===== src/rtl/ds_tx_pkg.sv =====
package ds_tx_pkg;

  localparam int unsigned SHIFT_W = 2;

  // Log2 of the slot spacing for a speed code; also log2(LANES / bits per word).
  function automatic logic [SHIFT_W-1:0] spd_shift(input logic [1:0] code);
    case (code)
      2'b01:   spd_shift = 2'd1;
      2'b10:   spd_shift = 2'd0;
      default: spd_shift = 2'd2;
    endcase
  endfunction

endpackage


===== src/rtl/ds_tx_timing.sv =====
module ds_tx_timing
  import ds_tx_pkg::*;
#(
  parameter int unsigned LANES = 8
) (
  input  logic               clk,
  input  logic               rst,
  input  logic [SHIFT_W-1:0] sh_q,
  output logic               word_req,
  output logic               slot
);

  localparam int unsigned PW = $clog2(LANES);

  logic [PW-1:0] phase_q;
  logic [PW-1:0] step_mask;

  always_ff @(posedge clk) begin
    if (rst) phase_q <= '0;
    else     phase_q <= phase_q + 1'b1;
  end

  assign step_mask = PW'((1 << sh_q) - 1);
  assign word_req  = (phase_q == '0);
  assign slot      = ((phase_q & step_mask) == '0);

  // Slot counter used only by the window check below.
  logic [PW:0] slot_cnt_q;
  logic        win_ok_q;

  always_ff @(posedge clk) begin
    if (rst) begin
      slot_cnt_q <= '0;
      win_ok_q   <= 1'b0;
    end else if (word_req) begin
      slot_cnt_q <= '0;
      win_ok_q   <= 1'b1;
    end else if (slot) begin
      slot_cnt_q <= slot_cnt_q + 1'b1;
    end
  end

  AST_SLOTS_PER_WINDOW: assert property (@(posedge clk) disable iff (rst || !win_ok_q)
    word_req |-> (int'(slot_cnt_q) + 1 == int'(LANES >> sh_q)));

  AST_WORD_REQ_PERIOD: assert property (@(posedge clk) disable iff (rst)
    word_req |=> !word_req);

endmodule


===== src/rtl/ds_tx_shifter.sv =====
module ds_tx_shifter
  import ds_tx_pkg::*;
#(
  parameter int unsigned LANES = 8
) (
  input  logic               clk,
  input  logic               rst,
  input  logic               load,
  input  logic               slot,
  input  logic               in_valid,
  input  logic [1:0]         in_speed,
  input  logic [LANES-1:0]   in_data,
  output logic               busy,
  output logic               cur_bit,
  output logic [SHIFT_W-1:0] sh_q
);

  logic [LANES-1:0] shreg_q;
  logic             busy_q;

  always_ff @(posedge clk) begin
    if (rst) begin
      shreg_q <= '0;
      busy_q  <= 1'b0;
      sh_q    <= spd_shift(2'b00);
    end else if (load) begin
      shreg_q <= in_data;
      busy_q  <= in_valid;
      sh_q    <= spd_shift(in_speed);
    end else if (slot) begin
      shreg_q <= {shreg_q[LANES-2:0], 1'b0};
    end
  end

  assign busy    = busy_q;
  assign cur_bit = shreg_q[LANES-1];

  AST_WORD_CAPTURE: assert property (@(posedge clk) disable iff (rst)
    load |=> (busy_q == $past(in_valid)) && (cur_bit == $past(in_data[LANES-1])));

  AST_MSB_ADVANCE: assert property (@(posedge clk) disable iff (rst)
    (slot && !load) |=> (cur_bit == $past(shreg_q[LANES-2])));

endmodule


===== src/rtl/ds_tx_encoder.sv =====
module ds_tx_encoder (
  input  logic clk,
  input  logic rst,
  input  logic fire,
  input  logic bit_in,
  output logic d_q,
  output logic s_q,
  output logic v_q
);

  always_ff @(posedge clk) begin
    if (rst) begin
      d_q <= 1'b0;
      s_q <= 1'b0;
      v_q <= 1'b0;
    end else begin
      v_q <= fire;
      if (fire) begin
        d_q <= bit_in;
        if (bit_in == d_q) s_q <= ~s_q;
      end
    end
  end

  AST_RESET_LINES: assert property (@(posedge clk)
    rst |=> (!d_q && !s_q && !v_q));

  AST_ONE_LINE_MOVES: assert property (@(posedge clk) disable iff (rst)
    fire |=> ((d_q != $past(d_q)) != (s_q != $past(s_q))));

  AST_DATA_TRACKS_BIT: assert property (@(posedge clk) disable iff (rst)
    fire |=> (d_q == $past(bit_in)));

  AST_HOLD_IDLE: assert property (@(posedge clk) disable iff (rst)
    !fire |=> ($stable(d_q) && $stable(s_q) && !v_q));

endmodule


===== src/rtl/ds_tx_serializer.sv =====
module ds_tx_serializer
  import ds_tx_pkg::*;
#(
  parameter int unsigned LANES = 8
) (
  input  logic             clk,
  input  logic             rst,
  input  logic             in_valid,
  input  logic [1:0]       in_speed,
  input  logic [LANES-1:0] in_data,
  output logic             word_req,
  output logic             ser_data,
  output logic             ser_strobe,
  output logic             ser_valid
);

  logic               slot;
  logic               busy;
  logic               cur_bit;
  logic [SHIFT_W-1:0] sh_q;

  ds_tx_timing #(.LANES(LANES)) u_timing (
    .clk      (clk),
    .rst      (rst),
    .sh_q     (sh_q),
    .word_req (word_req),
    .slot     (slot)
  );

  ds_tx_shifter #(.LANES(LANES)) u_shift (
    .clk      (clk),
    .rst      (rst),
    .load     (word_req),
    .slot     (slot),
    .in_valid (in_valid),
    .in_speed (in_speed),
    .in_data  (in_data),
    .busy     (busy),
    .cur_bit  (cur_bit),
    .sh_q     (sh_q)
  );

  ds_tx_encoder u_enc (
    .clk    (clk),
    .rst    (rst),
    .fire   (slot && busy),
    .bit_in (cur_bit),
    .d_q    (ser_data),
    .s_q    (ser_strobe),
    .v_q    (ser_valid)
  );

endmodule


===== config.mk =====
export PLATFORM = sky130hd
export DESIGN_NAME = ds_tx_serializer
export DESIGN_NICKNAME = d
export VERILOG_FILES = /design/src/rtl/ds_tx_pkg.sv /design/src/rtl/ds_tx_timing.sv /design/src/rtl/ds_tx_shifter.sv /design/src/rtl/ds_tx_encoder.sv /design/src/rtl/ds_tx_serializer.sv
export SDC_FILE = /design/constraint.sdc
export NUM_CORES = 1
export LEC_CHECK = 0
export BUFFER_PORTS_ARGS = -buffer_cell sky130_fd_sc_hd__clkbuf_2
export CELL_PAD_IN_SITES_DETAIL_PLACEMENT = 1
export CELL_PAD_IN_SITES_GLOBAL_PLACEMENT = 1
export CORE_MARGIN = 2
export CORE_UTILIZATION = 25
export CTS_CLUSTER_DIAMETER = 30
export DETAILED_ROUTE_END_ITERATION = 8
export GPL_TIMING_DRIVEN = 0
export PLACE_DENSITY_LB_ADDON = 0.05
export SLEW_MARGIN = 20
export SYNTH_ARGS = -nofsm -noshare
export SYNTH_HDL_FRONTEND = slang
export SYNTH_SLANG_ARGS = --single-unit

===== constraint.sdc =====
create_clock -name clk -period 1.3 [get_ports clk]
set_input_delay 0.39 -clock clk [delete_from_list [all_inputs] [get_ports clk]]
set_output_delay 0.39 -clock clk [all_outputs]
set_load 0.01 [all_outputs]

==> impl_metrics.json, run 1 <==
{
  "crit_buf_inv": 3,
  "grt_pass1_vias": 662,
  "leakagePower_nw": 0.421,
  "synth_area_per_cell_sq_um": 9.37,
  "synthAdderAreaFrac_pct": 5.14,
  "ys_seq_area_share_pct": 46.6,
  "hold_violations": 0,
  "cp_data_arrival_time_ps": 1070,
  "syn_nets": 94,
  "grt_pass1_wl_mm": 2.98,
  "swShare_pct": 30.1,
  "syn2layout_area_growth_pct": 35.4,
  "coreArea_sq_um": 2760,
  "synth_mux_area_share_pct": 11.0,
  "synth-compound-area-share_pct": 15.6,
  "ys_seq_elements": 17,
  "dieArea_sq_um": 3370,
  "nFillCells": 328,
  "vias": 622,
  "drtAntennaViolNets": 0,
  "critical_path.max_fanout": 2,
  "die_height_um": 58.1,
  "synth_xor_area_share_pct": 3.60,
  "fin_util_pct": 35.9,
  "drtPass1Iterations": 3,
  "setup_ws_ps": -157,
  "pin_count": 17,
  "drcViolationCount": 0,
  "r2r_cells": 6,
  "fin_worst_skew_ps": 3.50,
  "combPwrFrac_pct": 27.3,
  "syn_inst": 78,
  "whs_ps": 328,
  "setup_viol": 4,
  "clk_pin_slew_ps": 100,
  "busiest_layer": "met2",
  "vdd.ir_drop.worst_mv": 0.768,
  "cts_tree": "built",
  "synth_top_family_by_area": "compound AO/OA/AOI/OAI gates",
  "grtUsageMet3_pct": 5.36,
  "r2r_slack_ps": -20,
  "crit_type": "flip-flop to output port",
  "r2r_start": "u_timing.phase_q[0]",
  "io_buffers": 15,
  "cts_buffer_depth": 2,
  "pre_cts_slack_ps": -237,
  "place_hpwl_mm": 1.21,
  "synth-simple-area-share_pct": 13.2,
  "fp.dieW_um": 58.1,
  "worstMarginPinSlew_ps": 530,
  "fmax_ghz": 0.686,
  "p_int_mw": 0.869,
  "final_nets": 119,
  "grt_max_degree": 11,
  "cp.depth": 5,
  "via_per_inst": 4.68,
  "endpoint_kind": "output port",
  "groute.usage.overall_pct": 12.1,
  "pwr-share-seq_pct": 49.5,
  "required_ps": 910,
  "use_met1_pct": 14.2,
  "crit_path_start_kind": "flip-flop",
  "cts_root_buf": "clkbuf_4",
  "violations": "setup timing",
  "clkPwrFrac_pct": 23.3,
  "antenna_found_initial": 0,
  "totalWireLength_mm": 1.72,
  "rows": 19,
  "avgRoutedWirePerCell_um": 12.9,
  "outcome": "finished, violations left",
  "clkSinkCount": 17,
  "hold_path.class": "input pin to flip-flop",
  "max-cap-violations": 0,
  "path_cells": "inv_2, ha_4, nand2b_4, inv_4, buf_6",
  "rr_endpoint": "u_shift.shreg_q[2]",
  "p_per_area_nw_per_um2": 1260,
  "drive_above_1_share_pct": 38.2,
  "cpLargestDelayFamily": "flip-flops",
  "min_period_ps": 1460,
  "rsz0062_at_grt": "true",
  "clk_latency_ps": 290,
  "cts.htree.levels": 1,
  "critPathSlowestCell": "dfxtp_4",
  "p_sw_mw": 0.374,
  "cpPeakStageDelay_ps": 370,
  "grt_use_met2_pct": 19.8,
  "yosysUniqueCellTypes": 21,
  "netlist_area_sq_um": 731,
  "gr-total-overflow": 0,
  "max_slew_margin_pct": 64.7,
  "crit_start": "u_timing.phase_q[0]",
  "drv_slew": 0,
  "drt-initial-drc-count": 15,
  "initial_core_util_pct": 26.5,
  "layout_commonest_cell": "clkbuf_2",
  "period_share_pct": 112,
  "antenna_cells": 0,
  "routabilityCongestion": 0.642,
  "critPathCapture": "word_req",
  "final_cell_mix": "14 x clkbuf_2, 13 x dfxtp_1, 12 x nor2_1",
  "cts_made_buffers": 3,
  "yosysWarnings": 0
}
metal layers:
layer / vias to the layer above / wire length [um]
met1: 296 / 753
met2: 13 / 868
met4: 0 / 18
met3: 2 / 76
met5: - / 0
li1: 311 / -
cells in the mapped netlist (all sizes together):
| cell type | instances | share of area, % |
|---|---|---|
| nand3 | 1 | 0.68 |
| o2111ai | 1 | 1.2 |
| nand2b | 1 | 0.86 |
| buf | 2 | 1.4 |
| nor2b | 1 | 0.86 |
| dfxtp | 17 | 47 |
| ha | 3 | 5.1 |
| xnor2 | 2 | 2.4 |
| a21oi | 4 | 3.3 |
| nand3b | 1 | 1.0 |
| o21ai | 2 | 2.9 |
| o211ai | 1 | 1.0 |
| inv | 5 | 2.6 |
| nand2 | 7 | 3.6 |
| nor2 | 12 | 6.2 |
| clkbuf | 2 | 1.0 |
| xor2 | 1 | 1.2 |
| mux2i | 8 | 11 |
| a211oi | 7 | 7.2 |
power by group through the flow:
stage	combinational [mW]	sequential [mW]	clock [mW]
finish	0.339	0.615	0.289
global route	0.379	0.624	0.331
CTS	0.342	0.616	0.306
detailed placement	0.255	0.625	0
global placement	0.248	0.622	0
floorplan	0.183	0.617	0
through the flow:
stage	setup TNS [ps]	instances	cell area, sq um	power, mW
6_report	-182	133	990	1.24
5_1_grt	-566	133	990	1.33
2_1_floorplan	0	78	733	0.800
3_5_place_dp	-2420	124	847	0.881
4_1_cts	-390	134	985	1.26
3_3_place_gp	-1830	124	847	0.870
registers in the layout, indices dropped and copies added, names as in the netlist:
register and cells:
u_enc.d_q 1, u_timing.phase_q 3, u_shift.sh_q 2, u_shift.busy 1, u_enc.s_q 1, u_shift.shreg_q 8, u_enc.v_q 1
worst min path at each step:
stage / startpoint / endpoint / slack, ps / depth (start not counted)
2_1_floorplan: u_shift.sh_q[0] / u_shift.sh_q[0] / 440 / 2
3_3_place_gp: u_shift.sh_q[0] / u_shift.sh_q[0] / 450 / 2
3_5_place_dp: u_shift.shreg_q[0] / u_shift.shreg_q[0] / 470 / 2
4_1_cts: in_data[0] / u_shift.shreg_q[0] / 320 / 3
5_1_grt: in_data[0] / u_shift.shreg_q[0] / 330 / 3
6_report: in_data[0] / u_shift.shreg_q[0] / 330 / 3
kinds of logic after synthesis:
family / count (synthesis)
compound gates: 15
mux: 8
buf+inv: 9
fa+ha+maj: 3
simple gates: 23
flops: 17
xor+xnor: 3
worst min-delay path, cell delays in order:
cell      delay, ps
clkbuf_2         80
nand2_1          50
a21oi_1          60
final cells by class:
type | count | area [sq um] | share of cell area, %
clock buffers | 4 | 26.3 | 2.65
multi-input cells | 52 | 403 | 40.7
inverters | 5 | 21.3 | 2.15
plain buffers | 3 | 22.5 | 2.28
repair buffers | 21 | 130 | 13.1
well taps | 31 | 38.8 | 3.92
flip-flops and latches | 17 | 348 | 35.1
repair_timing:
action,CTS,global route
setup endpoints to repair,12,12
setup buffers,6,0
hold buffers,0,0
gates resized for setup,18,5
pin swaps,5,4
Note: power is estimated with default switching activity, not from simulation.
==> run 2: changes to the inputs <==
--- a/config.mk
+++ b/config.mk
@@ -5,6 +5,7 @@
 export SDC_FILE = /design/constraint.sdc
 export NUM_CORES = 1
 export LEC_CHECK = 0
+export ABC_AREA = 1
 export BUFFER_PORTS_ARGS = -buffer_cell sky130_fd_sc_hd__clkbuf_2
 export CELL_PAD_IN_SITES_DETAIL_PLACEMENT = 1
 export CELL_PAD_IN_SITES_GLOBAL_PLACEMENT = 1
@@ -14,6 +15,7 @@
 export DETAILED_ROUTE_END_ITERATION = 8
 export GPL_TIMING_DRIVEN = 0
 export PLACE_DENSITY_LB_ADDON = 0.05
+export REMOVE_ABC_BUFFERS = 1
 export SLEW_MARGIN = 20
 export SYNTH_ARGS = -nofsm -noshare
 export SYNTH_HDL_FRONTEND = slang
==> impl_metrics.json, run 2 <==
{
  "max-cap-violations": 0,
  "p_sw_mw": 0.482,
  "clk_pin_slew_ps": 120,
  "synth_area_per_cell_sq_um": 7.29,
  "min_period_ps": 1520,
  "worstMarginPinSlew_ps": 346,
  "grt_pass1_wl_mm": 3.81,
  "grt_pass1_vias": 832,
  "crit_path_start_kind": "flip-flop",
  "vdd.ir_drop.worst_mv": 0.298,
  "synth_top_family_by_area": "simple AND/OR/NAND/NOR gates",
  "gr-total-overflow": 0,
  "p_per_area_nw_per_um2": 1160,
  "synthTopCellsByCount": "25 x nor2_1, 24 x inv_1, 17 x dfxtp_1, 13 x nand2_1",
  "antenna_found_initial": 0,
  "ys.flop_type": "dfxtp_1",
  "groute.usage.overall_pct": 12.3,
  "final_cell_mix": "21 x inv_1, 21 x nor2_1, 15 x clkbuf_2",
  "dieArea_sq_um": 3990,
  "antenna_cells": 0,
  "cts_tree": "built",
  "synth-compound-area-share_pct": 11.3,
  "r2r_slack_ps": -100,
  "outcome": "finished, violations left",
  "avgRoutedWirePerCell_um": 12.0,
  "clkPwrFrac_pct": 21.8,
  "clk_latency_ps": 300,
  "hold_violations": 0,
  "yosysUniqueCellTypes": 20,
  "cts_hold_buf": 0,
  "fmax_ghz": 0.657,
  "drv_slew": 0,
  "cts_root_buf": "clkbuf_4",
  "r2r_cells": 8,
  "ys_seq_elements": 17,
  "synth_area_leaders": "dfxtp_1 39%, nor2_1 11%, inv_1 10%, nand2_1 5.6%, nand2_4 5.2%",
  "final_nets": 164,
  "vias": 837,
  "synthAdderAreaFrac_pct": 4.29,
  "leakagePower_nw": 0.539,
  "synth_xor_area_share_pct": 1.00,
  "yosysTopAreaCell": "dfxtp_1",
  "synth-simple-area-share_pct": 30.3,
  "coreArea_sq_um": 3340,
  "synthArstFlopShare_pct": 0,
  "setup_ws_ps": -221,
  "syn2layout_area_growth_pct": 37.2,
  "required_ps": 910,
  "drcViolationCount": 0,
  "yosysWarnings": 0,
  "setup_tns_ps": -739,
  "crit_type": "flip-flop to output port",
  "netlist_area_sq_um": 875,
  "pin_count": 17,
  "routabilityCongestion": 0.716,
  "p_int_mw": 0.907,
  "top_register": "u_shift.shreg_q",
  "via_per_inst": 4.34,
  "drt-initial-drc-count": 25,
  "largest_reg_flops": 8,
  "die_height_um": 63.1,
  "combPwrFrac_pct": 33.9,
  "cts_buffer_depth": 2,
  "whs_ps": 311,
  "max_slew_margin_pct": 76.9,
  "swShare_pct": 34.7,
  "period_share_pct": 117,
  "endpoint_kind": "output port",
  "rows": 21,
  "yosysTopAreaCellShare_pct": 38.9,
  "syn_inst": 120,
  "clkSinkCount": 17,
  "cp_data_arrival_time_ps": 1130,
  "io_buffers": 16,
  "ys_seq_area_share_pct": 38.9,
  "grt_max_degree": 17,
  "nFillCells": 439,
  "drtAntennaViolNets": 0,
  "rsz0062_at_grt": "true",
  "cts_made_buffers": 3,
  "multiInputGateArea_sq_um": 489,
  "cts.htree.levels": 1,
  "synth_mux_area_share_pct": 0,
  "totalWireLength_mm": 2.32,
  "reg_top3": "u_shift.shreg_q (8), u_timing.phase_q (3), u_shift.sh_q (2)",
  "drtPass1Iterations": 2,
  "violations": "setup timing",
  "synth_edf_count": 0,
  "initial_core_util_pct": 26.2,
  "pwr-share-seq_pct": 44.3,
  "hold_depth": 3,
  "hold_path.class": "input pin to flip-flop",
  "fp.dieW_um": 63.1,
  "yosysMostFrequentCell": "nor2_1",
  "fin_worst_skew_ps": 11.9,
  "place_hpwl_mm": 1.43,
  "critical_path.max_fanout": 2,
  "drive_above_1_share_pct": 36.1,
  "seq_area_sq_um": 347,
  "setup_viol": 9
}
[run 2: cell type report]
| class | instances | area share (%) |
|---|---|---|
| Clock buffer | 4 | 2.19 |
| Inverter | 25 | 7.82 |
| Multi-Input combinational cell | 76 | 40.8 |
| Sequential cell | 17 | 28.9 |
| Tap cell | 46 | 4.80 |
| Timing Repair Buffer | 25 | 15.5 |
[run 2: routing by layer]
metal / part of all wire (%) / global-route usage [%] / vias to the layer above
met4: 0.56 / 5.00 / 0
met2: 49 / 21.4 / 12
li1: - / - / 428
met3: 3.3 / 2.50 / 2
met5: 0 / 0 / -
met1: 47 / 14.8 / 395
[run 2: cell families after synthesis]
group | count (synthesis)
XOR/XNOR | 1
adder cells (fa/ha/maj) | 3
AND/OR/NAND/NOR | 53
flip-flops | 17
AO/OA/AOI/OAI | 18
buffers and inverters | 28
[run 2: path summary, 6_finish.rpt]
| check | start | endpoint |
|---|---|---|
| max | u_timing.phase_q[0] | word_req |
| min | in_data[0] | u_shift.shreg_q[0] |
| min reg2reg | u_shift.shreg_q[0] | u_shift.shreg_q[0] |
| max reg2reg | u_timing.phase_q[0] | u_shift.shreg_q[6] |
[run 2: metrics by stage]
step	instance area [sq um]	cells	utilization [%]	setup slack (ps)	power (mW)
after floorplan	845	117	-	-64.8	0.836
after global placement	982	179	29.4	-475	0.932
after detailed placement	982	179	29.4	-486	0.939
after CTS	1060	186	31.8	-268	1.29
after global routing	1200	193	36.0	-271	1.51
final	1200	193	36.0	-221	1.39
[run 2: worst max-delay path, cell delays in order (launching register included)]
cell     delay [ps]
dfxtp_4         360
inv_2            60
ha_4            130
inv_2            40
nor2_4          120
buf_6           120
[run 2: power groups by stage]
stage	combinational, mW	clock [mW]	sequential, mW
after floorplan	0.218	0	0.619
after global placement	0.309	0	0.622
after detailed placement	0.314	0	0.625
after CTS	0.356	0.318	0.613
after global routing	0.524	0.360	0.623
final	0.470	0.303	0.616
[run 2: what timing repair did]
item                                    in CTS  in global routing
pin swaps                                    2                  8
resized for setup                           10                 20
endpoints found under the setup margin      12                 10
buffers inserted                             3                  7
cloned                                       0                  1
==> run 3: changes to the inputs <==
--- a/config.mk
+++ b/config.mk
@@ -10,10 +10,11 @@
 export CELL_PAD_IN_SITES_DETAIL_PLACEMENT = 1
 export CELL_PAD_IN_SITES_GLOBAL_PLACEMENT = 1
 export CORE_MARGIN = 2
-export CORE_UTILIZATION = 25
+export CORE_UTILIZATION = 34
 export CTS_CLUSTER_DIAMETER = 30
 export DETAILED_ROUTE_END_ITERATION = 8
 export GPL_TIMING_DRIVEN = 0
+export MAX_ROUTING_LAYER = met4
 export PLACE_DENSITY_LB_ADDON = 0.05
 export REMOVE_ABC_BUFFERS = 1
 export SLEW_MARGIN = 20
==> impl_metrics.json, run 3 (same netlist as run 2, synthesis figures left out) <==
{
  "outcome": "finished, violations left",
  "violations": "setup timing",
  "max_slew_margin_pct": 79.1,
  "pin_count": 17,
  "hold_violations": 0,
  "clk_pin_slew_ps": 100,
  "drv_slew": 0,
  "drive_above_1_share_pct": 30.8,
  "crit_path_start_kind": "flip-flop",
  "cts_made_buffers": 3,
  "top_register": "u_shift.shreg_q",
  "rsz0062_at_grt": "true",
  "dieArea_sq_um": 2990,
  "endpoint_kind": "output port",
  "vdd.ir_drop.worst_mv": 0.595,
  "fin_worst_skew_ps": 2.69,
  "io_buffers": 16,
  "layout_commonest_cell": "nor2_1",
  "clk_latency_ps": 290,
  "cts_hold_buf": 0,
  "final_cell_mix": "23 x nor2_1, 21 x inv_1, 15 x clkbuf_2, 15 x dfxtp_1, 13 x nand2_1",
  "vias": 834,
  "worstMarginPinSlew_ps": 313,
  "totalWireLength_mm": 2.11,
  "initial_core_util_pct": 35.6,
  "crit_type": "flip-flop to output port",
  "setup_tns_ps": -181,
  "setup_viol": 1,
  "via_per_inst": 4.82,
  "final_nets": 160,
  "drt-initial-drc-count": 10,
  "antenna_cells": 0,
  "total_power_mw": 1.30,
  "clkSinkCount": 17,
  "cts_buffer_depth": 2,
  "gr-total-overflow": 0,
  "max-cap-violations": 0,
  "leakagePower_nw": 0.505,
  "antenna_found_initial": 0,
  "whs_ps": 323,
  "setup_ws_ps": -181,
  "die_height_um": 54.7,
  "fin_util_pct": 44.3,
  "period_share_pct": 114,
  "cts_tree": "built",
  "cp_data_arrival_time_ps": 1090,
  "place_hpwl_mm": 1.35,
  "fmax_ghz": 0.675,
  "fp.dieW_um": 54.7,
  "required_ps": 910,
  "syn2layout_area_growth_pct": 24.5,
  "avgRoutedWirePerCell_um": 12.2,
  "groute.usage.overall_pct": 16.6,
  "rows": 18,
  "drtAntennaViolNets": 0,
  "cts.htree.levels": 1,
  "hold_path.class": "input pin to flip-flop",
  "largest_reg_flops": 8,
  "grt_max_degree": 17,
  "drtPass1Iterations": 4,
  "p_per_area_nw_per_um2": 1190,
  "grt_pass1_vias": 755,
  "drcViolationCount": 0,
  "min_period_ps": 1480,
  "grt_pass1_wl_mm": 3.46,
  "routabilityCongestion": 0.681,
  "coreArea_sq_um": 2450,
  "critical_path.max_fanout": 2,
  "cts_root_buf": "clkbuf_4",
  "reg_top3": "u_shift.shreg_q (8), u_timing.phase_q (3), u_shift.sh_q (2)"
}
[run 3: changes by cell type in the layout (fill, tap and decap cells not counted), sizes merged]
| cell | before | now |
|---|---|---|
| buf | 10 | 6 |
[run 3: stage by stage]
stage | area (sq um) | worst slack, ps | instances
6_report | 1090 | -181 | 173
5_1_grt | 1090 | -231 | 173
4_1_cts | 1050 | -222 | 171
3_5_place_dp | 962 | -421 | 163
3_3_place_gp | 962 | -433 | 163
2_1_floorplan | 845 | -64.8 | 117
[run 3: repair_timing]
item | in CTS | in global routing
setup endpoints to repair | 12 | 10
pin swaps | 2 | 2
gates cloned | 0 | 1
resized for setup | 9 | 8
setup buffers | 4 | 2
[run 3: area by class of cell]
cell class	instances	area [sq um]
tap	30	37.5
inverter	25	93.8
timing repair buffer	21	124
fill	328	1370
multi-input combinational	76	464
sequential	17	343
clock buffer	4	26.3
[run 3: routing by layer]
layer	wire (um)	up-vias	track usage [%]
li1	-	422	-
met5	0	-	-
met1	933	390	19.9
met3	111	2	5.19
met4	13	0	5.42
met2	1050	20	26.4
[run 3: worst paths after layout]
kind	startpoint	to	slack, ps	depth (start not counted)
setup / recovery	u_timing.phase_q[0]	word_req	-180	5
hold / removal	in_data[0]	u_shift.shreg_q[0]	320	3
setup reg to reg	u_timing.phase_q[0]	u_shift.shreg_q[5]	10	8
hold reg to reg	u_shift.shreg_q[0]	u_shift.shreg_q[0]	480	2
[run 3: where the power goes]
group | leakage (nW) | switching (mW) | total [mW] | internal, mW
Sequential | 0.141 | 0.0363 | 0.613 | 0.577
Clock | 0.0150 | 0.174 | 0.294 | 0.119
Combinational | 0.349 | 0.232 | 0.389 | 0.157
Total | 0.505 | 0.443 | 1.30 | 0.853
[run 3: critical path, stage by stage, from the launching register on]
cell and delay, ps:
dfxtp_2 340, inv_2 60, ha_4 130, inv_2 40, nor2_4 110, buf_6 120
